==> src/rtl/tis_pkg.sv <==
package tis_pkg;
  localparam int unsigned SEC_N_DEF = 16;
  localparam int unsigned BITS_DEF  = 9;

  localparam int unsigned SLOT_REFZ  = 0;
  localparam int unsigned SLOT_AZ    = 1;
  localparam int unsigned SLOT_CAL   = 2;
  localparam int unsigned SLOT_SMP   = 3;
  localparam int unsigned SLOT_CONV0 = 4;

  typedef enum logic [2:0] {
    SK_REFZ, SK_AZ, SK_CAL, SK_SMP, SK_CONV, SK_HOLD, SK_XFER
  } slot_kind_t;
endpackage

==> src/rtl/tis_phase.sv <==
module tis_phase #(
  parameter int unsigned NSEC = 16,
  localparam int unsigned PW = $clog2(NSEC)
) (
  input  logic          clk,
  input  logic          rst,
  output logic [PW-1:0] phase_o
);
  always_ff @(posedge clk) begin
    if (rst)                         phase_o <= '0;
    else if (phase_o == PW'(NSEC-1)) phase_o <= '0;
    else                             phase_o <= phase_o + 1'b1;
  end
endmodule

==> src/rtl/tis_slot.sv <==
module tis_slot
  import tis_pkg::*;
#(
  parameter int unsigned NSEC  = 16,
  parameter int unsigned NBITS = 9,
  parameter int unsigned SECT  = 0,
  localparam int unsigned PW = $clog2(NSEC),
  localparam int unsigned BW = $clog2(NBITS)
) (
  input  logic [PW-1:0] phase_i,
  output slot_kind_t    kind_o,
  output logic [BW-1:0] bidx_o
);
  localparam int unsigned CONV_LAST = SLOT_CONV0 + NBITS - 1;
  localparam int unsigned XFER_SLOT = NSEC - 1;

  int unsigned s;

  always_comb begin
    s = (int'(phase_i) + NSEC - SECT) % NSEC;
    bidx_o = '0;
    if (s == SLOT_REFZ)                            kind_o = SK_REFZ;
    else if (s == SLOT_AZ)                         kind_o = SK_AZ;
    else if (s == SLOT_CAL)                        kind_o = SK_CAL;
    else if (s == SLOT_SMP)                        kind_o = SK_SMP;
    else if (s >= SLOT_CONV0 && s <= CONV_LAST) begin
      kind_o = SK_CONV;
      bidx_o = BW'(CONV_LAST - s);
    end
    else if (s == XFER_SLOT)                       kind_o = SK_XFER;
    else                                           kind_o = SK_HOLD;
  end
endmodule

==> src/rtl/tis_sar.sv <==
module tis_sar
  import tis_pkg::*;
#(
  parameter int unsigned NBITS = 9,
  localparam int unsigned BW = $clog2(NBITS)
) (
  input  logic             clk,
  input  logic             rst,
  input  slot_kind_t       kind_i,
  input  logic [BW-1:0]    bidx_i,
  input  logic             cmp_i,
  output logic [NBITS-1:0] trial_o,
  output logic [NBITS-1:0] result_o
);
  localparam logic [NBITS-1:0] MSB_ONE = {1'b1, {(NBITS-1){1'b0}}};

  logic [NBITS-1:0] decided;

  // Decide the bit under test and arm the next lower one.
  always_comb begin
    decided = trial_o;
    if (!cmp_i) decided[bidx_i] = 1'b0;
    if (bidx_i != '0) decided[bidx_i - 1'b1] = 1'b1;
  end

  always_ff @(posedge clk) begin
    if (rst) begin
      trial_o  <= '0;
      result_o <= '0;
    end else begin
      unique case (kind_i)
        SK_SMP:  trial_o <= MSB_ONE;
        SK_CONV: begin
          trial_o <= decided;
          if (bidx_i == '0) result_o <= decided;
        end
        SK_XFER: trial_o <= '0;
        default: trial_o <= trial_o;
      endcase
    end
  end
endmodule

==> src/rtl/tis_seq_top.sv <==
module tis_seq_top
  import tis_pkg::*;
#(
  parameter int unsigned NSEC  = SEC_N_DEF,
  parameter int unsigned NBITS = BITS_DEF,
  localparam int unsigned PW = $clog2(NSEC),
  localparam int unsigned BW = $clog2(NBITS)
) (
  input  logic                  clk,
  input  logic                  rst,
  input  logic [NSEC-1:0]       cmp_i,
  output logic [PW-1:0]         phase_o,
  output logic [NSEC-1:0]       refz_o,
  output logic [NSEC-1:0]       azero_o,
  output logic [NSEC-1:0]       cal_o,
  output logic [NSEC-1:0]       smp_o,
  output logic [NSEC-1:0]       xfer_o,
  output logic [NSEC*NBITS-1:0] trial_o,
  output logic [NSEC*NBITS-1:0] result_o
);
  tis_phase #(.NSEC(NSEC)) u_phase (
    .clk(clk), .rst(rst), .phase_o(phase_o)
  );

  for (genvar k = 0; k < NSEC; k++) begin : g_sec
    slot_kind_t    kind;
    logic [BW-1:0] bidx;

    tis_slot #(.NSEC(NSEC), .NBITS(NBITS), .SECT(k)) u_slot (
      .phase_i(phase_o), .kind_o(kind), .bidx_o(bidx)
    );

    tis_sar #(.NBITS(NBITS)) u_sar (
      .clk(clk), .rst(rst), .kind_i(kind), .bidx_i(bidx), .cmp_i(cmp_i[k]),
      .trial_o(trial_o[k*NBITS +: NBITS]),
      .result_o(result_o[k*NBITS +: NBITS])
    );

    assign refz_o[k]  = (kind == SK_REFZ);
    assign azero_o[k] = (kind == SK_AZ);
    assign cal_o[k]   = (kind == SK_CAL);
    assign smp_o[k]   = (kind == SK_SMP);
    assign xfer_o[k]  = (kind == SK_XFER);
  end
endmodule

==> config.mk <==
export PLATFORM = sky130hd
export DESIGN_NAME = tis_seq_top
export DESIGN_NICKNAME = d
export VERILOG_FILES = /design/src/rtl/tis_pkg.sv /design/src/rtl/tis_phase.sv /design/src/rtl/tis_slot.sv /design/src/rtl/tis_sar.sv /design/src/rtl/tis_seq_top.sv
export SDC_FILE = /design/constraint.sdc
export NUM_CORES = 1
export LEC_CHECK = 0
export BUFFER_PORTS_ARGS = -buffer_cell sky130_fd_sc_hd__buf_2
export CORE_ASPECT_RATIO = 0.5
export CORE_MARGIN = 2
export CORE_UTILIZATION = 55
export DETAILED_ROUTE_END_ITERATION = 6
export GPL_TIMING_DRIVEN = 0
export PLACE_DENSITY = 0.88
export SLEW_MARGIN = 10
export SYNTH_ARGS = -nofsm -noshare
export SYNTH_HDL_FRONTEND = slang
export SYNTH_SLANG_ARGS = --single-unit
==> constraint.sdc <==
create_clock -name clk -period 4.95 [get_ports clk]
set_input_delay 0.99 -clock clk [delete_from_list [all_inputs] [get_ports clk]]
set_output_delay 0.99 -clock clk [all_outputs]
set_load 0.1 [all_outputs]
==> results by group <==
Status
  • Status: finished with violations
  • Violated checks: design-rule violations, negative setup slack

Critical path
  • Setup crit end kind: output port
  • R2R Path End: g_sec[14].u_sar.result_o[5]$_SDFFE_PP0P_
  • Critical path launch point type: flip-flop
  • CP Capture Point: smp_o[4]
  • R2R cell count: 13
  • Arrival time worst endpoint: 3.99 ns
  • Worst Path Required: 3.96 ns
  • CP max FO: 13
  • Reg2reg start: u_phase.phase_o[0]$_SDFF_PP0_
  • CP Class: reg -> out
  • Setup slack, reg-to-reg: 0.13 ns
  • Worst setup startpoint: u_phase.phase_o[3]$_SDFF_PP0_

CTS
  • H-tree depth: 1
  • CTS Buf Count: 26
  • Root buffer cell: clkbuf_16
  • Skew-Pair Late Insertion Delay: 0.58 ns
  • TritonCTS clock tree: yes
  • CTS Buffer Depth: 3
  • Clock transition at the registers of the reported paths: 0.08 ns
  • Clk sinks: 292

Detailed routing
  • WL per Instance: 27.3 um
  • Initial drt markers: 3,283
  • Routed wire length: 81,000 um
  • First-pass DRT Iterations: 7
  • Routed vias: 20,313
  • Drc violations: 8
  • Via density: 6.85
  • DRT antenna net count: 0

Power
  • Sw Ratio: 44.8%
  • Comb pwr share: 38.5%
  • Pwr Density: 370 nW/um2
  • Clock network power share: 28.5%
  • Flop pwr share: 33.0%
  • Leak Pwr: 0.00861 uW
  • Worst VDD drop: 0.000344 V
  • NetSw: 3450 uW
  • Pint: 4240 uW

Final layout
  • Layout Nets: 2,591
  • Layout Cells excl Fill: 2,966
  • Design area: 20,800 um2
  • Area Overhead vs Synth: 24.9%
  • Layout cells sized above 1: 25.8%
  • Most common cell after layout, fill and taps aside: buf_2
  • Most frequent cells in the layout: buf_2 (387), dfxtp_1 (290), nand2_1 (230), nor2_1 (207), a21oi_1 (175)

Synth
  • Number of synthesized flops with an enable pin: 0
  • Syn Nets: 2,171
  • Mux contribution to synthesized area: 4.15%
  • Ys flop type: dfxtp_1
  • Synth warn: 0
  • Synth async-reset ratio: 0%
  • Post-Synth XOR/XNOR Area: 1.51%
  • Yosys reg bits: 292
  • Area leader, netlist: dfxtp_1
  • Syn_area_per_cell: 7.81 um2
  • Cells after synthesis: 2,129
  • Seq/Total Area, Yosys: 35.2%
  • Post-Syn Area: 16,600 um2
  • Compound-Gate Fraction of Synth Area: 28.2%
  • Netlist cell types: 104
  • Area share of fa/ha/maj cells after synthesis: 1.81%
  • Largest family of logic cells by synthesized area: compound AO/OA/AOI/OAI gates
  • Post-Synth Simple-Gate Area: 23.9%
  • Largest cells by area after synthesis: dfxtp_1 (35%), a21oi_1 (5.4%), nor2_1 (5.4%)
  • Area share of the largest cell type after synthesis: 35.2%

Floorplanning
  • Ports: 390
  • Starting density of the core: 56.7%
  • Die Ht: 127 um
  • Chip Width: 250 um
  • Core Footprint: 29,300 um2
  • Die area: 31,700 um2
  • Row count: 44

Timing
  • Max-slew headroom: 5.54%
  • Setup Skew: 0.0209 ns
  • Final worst-path cycle share: 101%
  • Post-route setup slack: -0.0264 ns
  • Final Hold Viols: 0
  • RSZ-0062 raised after global routing: yes
  • Max-slew violation count: 0
  • Crit path time final: 4.98 ns
  • Peak Freq: 0.201 GHz
  • Final setup violation count: 3
  • Worst Max-Slew Pin Slew: 1.42 ns

Global route
  • Overall Global Routing Usage: 48.6%
  • Vias in the first global route: 18,341
  • Initial antenna violation count: 3
  • Global-route wire length before repair: 117,000 um
  • Final global-route overflow total: 0
  • Largest net degree at the start of global routing: 20

Hold path
  • WHS Path Cells: 2
  • Tightest Hold Check Type: reg -> reg

Placement
  • Placed cell areas: 19,400 um2
  • Port Buffers: 387
  • Global placer's final weighted congestion: 1.09
  • DP Wirelength: 60,000 um
  • Dpl ws: -1.86 ns
  • Dpl cells: 2,908

Run
  • Max Cap Viol: 0
-- logic make-up after synthesis --
family | after synthesis
AND/OR/NAND/NOR | 832
XOR/XNOR | 27
buffers and inverters | 204
AO/OA/AOI/OAI | 682
flip-flops | 292
adder cells (fa/ha/maj) | 24
multiplexers | 68
-- critical path, stage by stage, from the launching register on --
cell	delay (ns)
dfxtp_1	0.43
buf_4	0.25
inv_1	0.15
buf_2	0.40
ha_1	0.34
clkbuf_1	0.49
clkbuf_1	0.67
nand3_1	0.29
clkinvlp_4	0.15
buf_6	0.22
-- routing by layer --
| metal | part of all wire [%] | vias to the layer above | wire length [um] | GRT usage [%] |
|---|---|---|---|---|
| met5 | 0.015 | - | 12 | 0 |
| met3 | 17 | 314 | 13500 | 20.4 |
| met2 | 39 | 1681 | 31700 | 66.6 |
| met1 | 39 | 9660 | 31500 | 65.6 |
| met4 | 5.3 | 2 | 4310 | 23.2 |
| li1 | - | 8656 | - | - |
-- what timing repair did --
item                                    4_1_cts  5_1_grt
endpoints found under the setup margin      348       41
gates resized for setup                     110       34
hold buffers                                  0        0
buffers inserted                              4        2
pin swaps                                     3        3
-- power groups by stage --
stage | combinational, uW | sequential [uW] | clock (uW)
2_1_floorplan | 1370 | 3250 | 0
3_3_place_gp | 2740 | 2580 | 0
3_5_place_dp | 2750 | 2580 | 0
4_1_cts | 2820 | 2530 | 2170
5_1_grt | 3030 | 2540 | 2260
6_report | 2960 | 2540 | 2190
-- cells in the mapped netlist (all sizes together), types with 6 or more instances --
library cell,n
a211o,7
a211oi,32
a21boi,22
a21o,17
a21oi,183
a22o,22
a22oi,11
a2bb2oi,6
a311oi,7
a31oi,47
a32o,14
a32oi,14
a41o,7
and2,25
and3,15
buf,71
clkbuf,86
dfxtp,292
ha,24
inv,44
mux2,8
mux2i,60
nand2,236
nand2b,37
nand3,98
nand3b,7
nand4,13
nor2,240
nor2b,25
nor3,64
nor3b,10
nor4,15
o211ai,22
o21a,14
o21ai,122
o221ai,7
o22ai,28
o31a,11
o31ai,18
o32ai,11
or2,9
or3,11
or4,8
xnor2,22
-- state kept, by name (all words and copies together), names as in the netlist --
register,flops
g_sec.u_sar.result_o,144
g_sec.u_sar.trial_o,144
u_phase.phase_o,4
-- cell type report --
class | count | area [um2]
Fill cell | 2418 | 8580
Tap cell | 391 | 489
Timing Repair Buffer | 394 | 2150
Inverter | 47 | 199
Clock buffer | 35 | 746
Buffer | 155 | 803
Sequential cell | 292 | 5850
Antenna cell | 6 | 15.0
Clock inverter | 13 | 139
Multi-Input combinational cell | 1633 | 10400
-- how the worst min path moves through the flow --
stage,start,to,slack (ns)
final,g_sec[1].u_sar.result_o[7]$_SDFFE_PP0P_,g_sec[1].u_sar.result_o[7]$_SDFFE_PP0P_,0.45
after global routing,g_sec[9].u_sar.result_o[4]$_SDFFE_PP0P_,g_sec[9].u_sar.result_o[4]$_SDFFE_PP0P_,0.47
after CTS,g_sec[1].u_sar.result_o[7]$_SDFFE_PP0P_,g_sec[1].u_sar.result_o[7]$_SDFFE_PP0P_,0.45
after detailed placement,g_sec[9].u_sar.result_o[4]$_SDFFE_PP0P_,g_sec[9].u_sar.result_o[4]$_SDFFE_PP0P_,0.44
after global placement,g_sec[15].u_sar.result_o[0]$_SDFFE_PP0P_,g_sec[15].u_sar.result_o[0]$_SDFFE_PP0P_,0.44
after floorplan,g_sec[4].u_sar.trial_o[3]$_SDFFE_PP0P_,g_sec[4].u_sar.trial_o[3]$_SDFFE_PP0P_,0.88
-- stage by stage --
stage | TNS, ns | utilization [%] | hold slack [ns] | total power (uW)
after global placement | -227.88 | 66.0 | 0.437 | 5320
after floorplan | -0.194 | - | 0.875 | 4630
after global routing | -0.0245 | 70.7 | 0.472 | 7830
after detailed placement | -218.18 | 66.0 | 0.445 | 5330
final | -0.0487 | 70.7 | 0.451 | 7690
after CTS | 0 | 70.3 | 0.455 | 7520
Note: power is estimated with default switching activity, not from simulation.
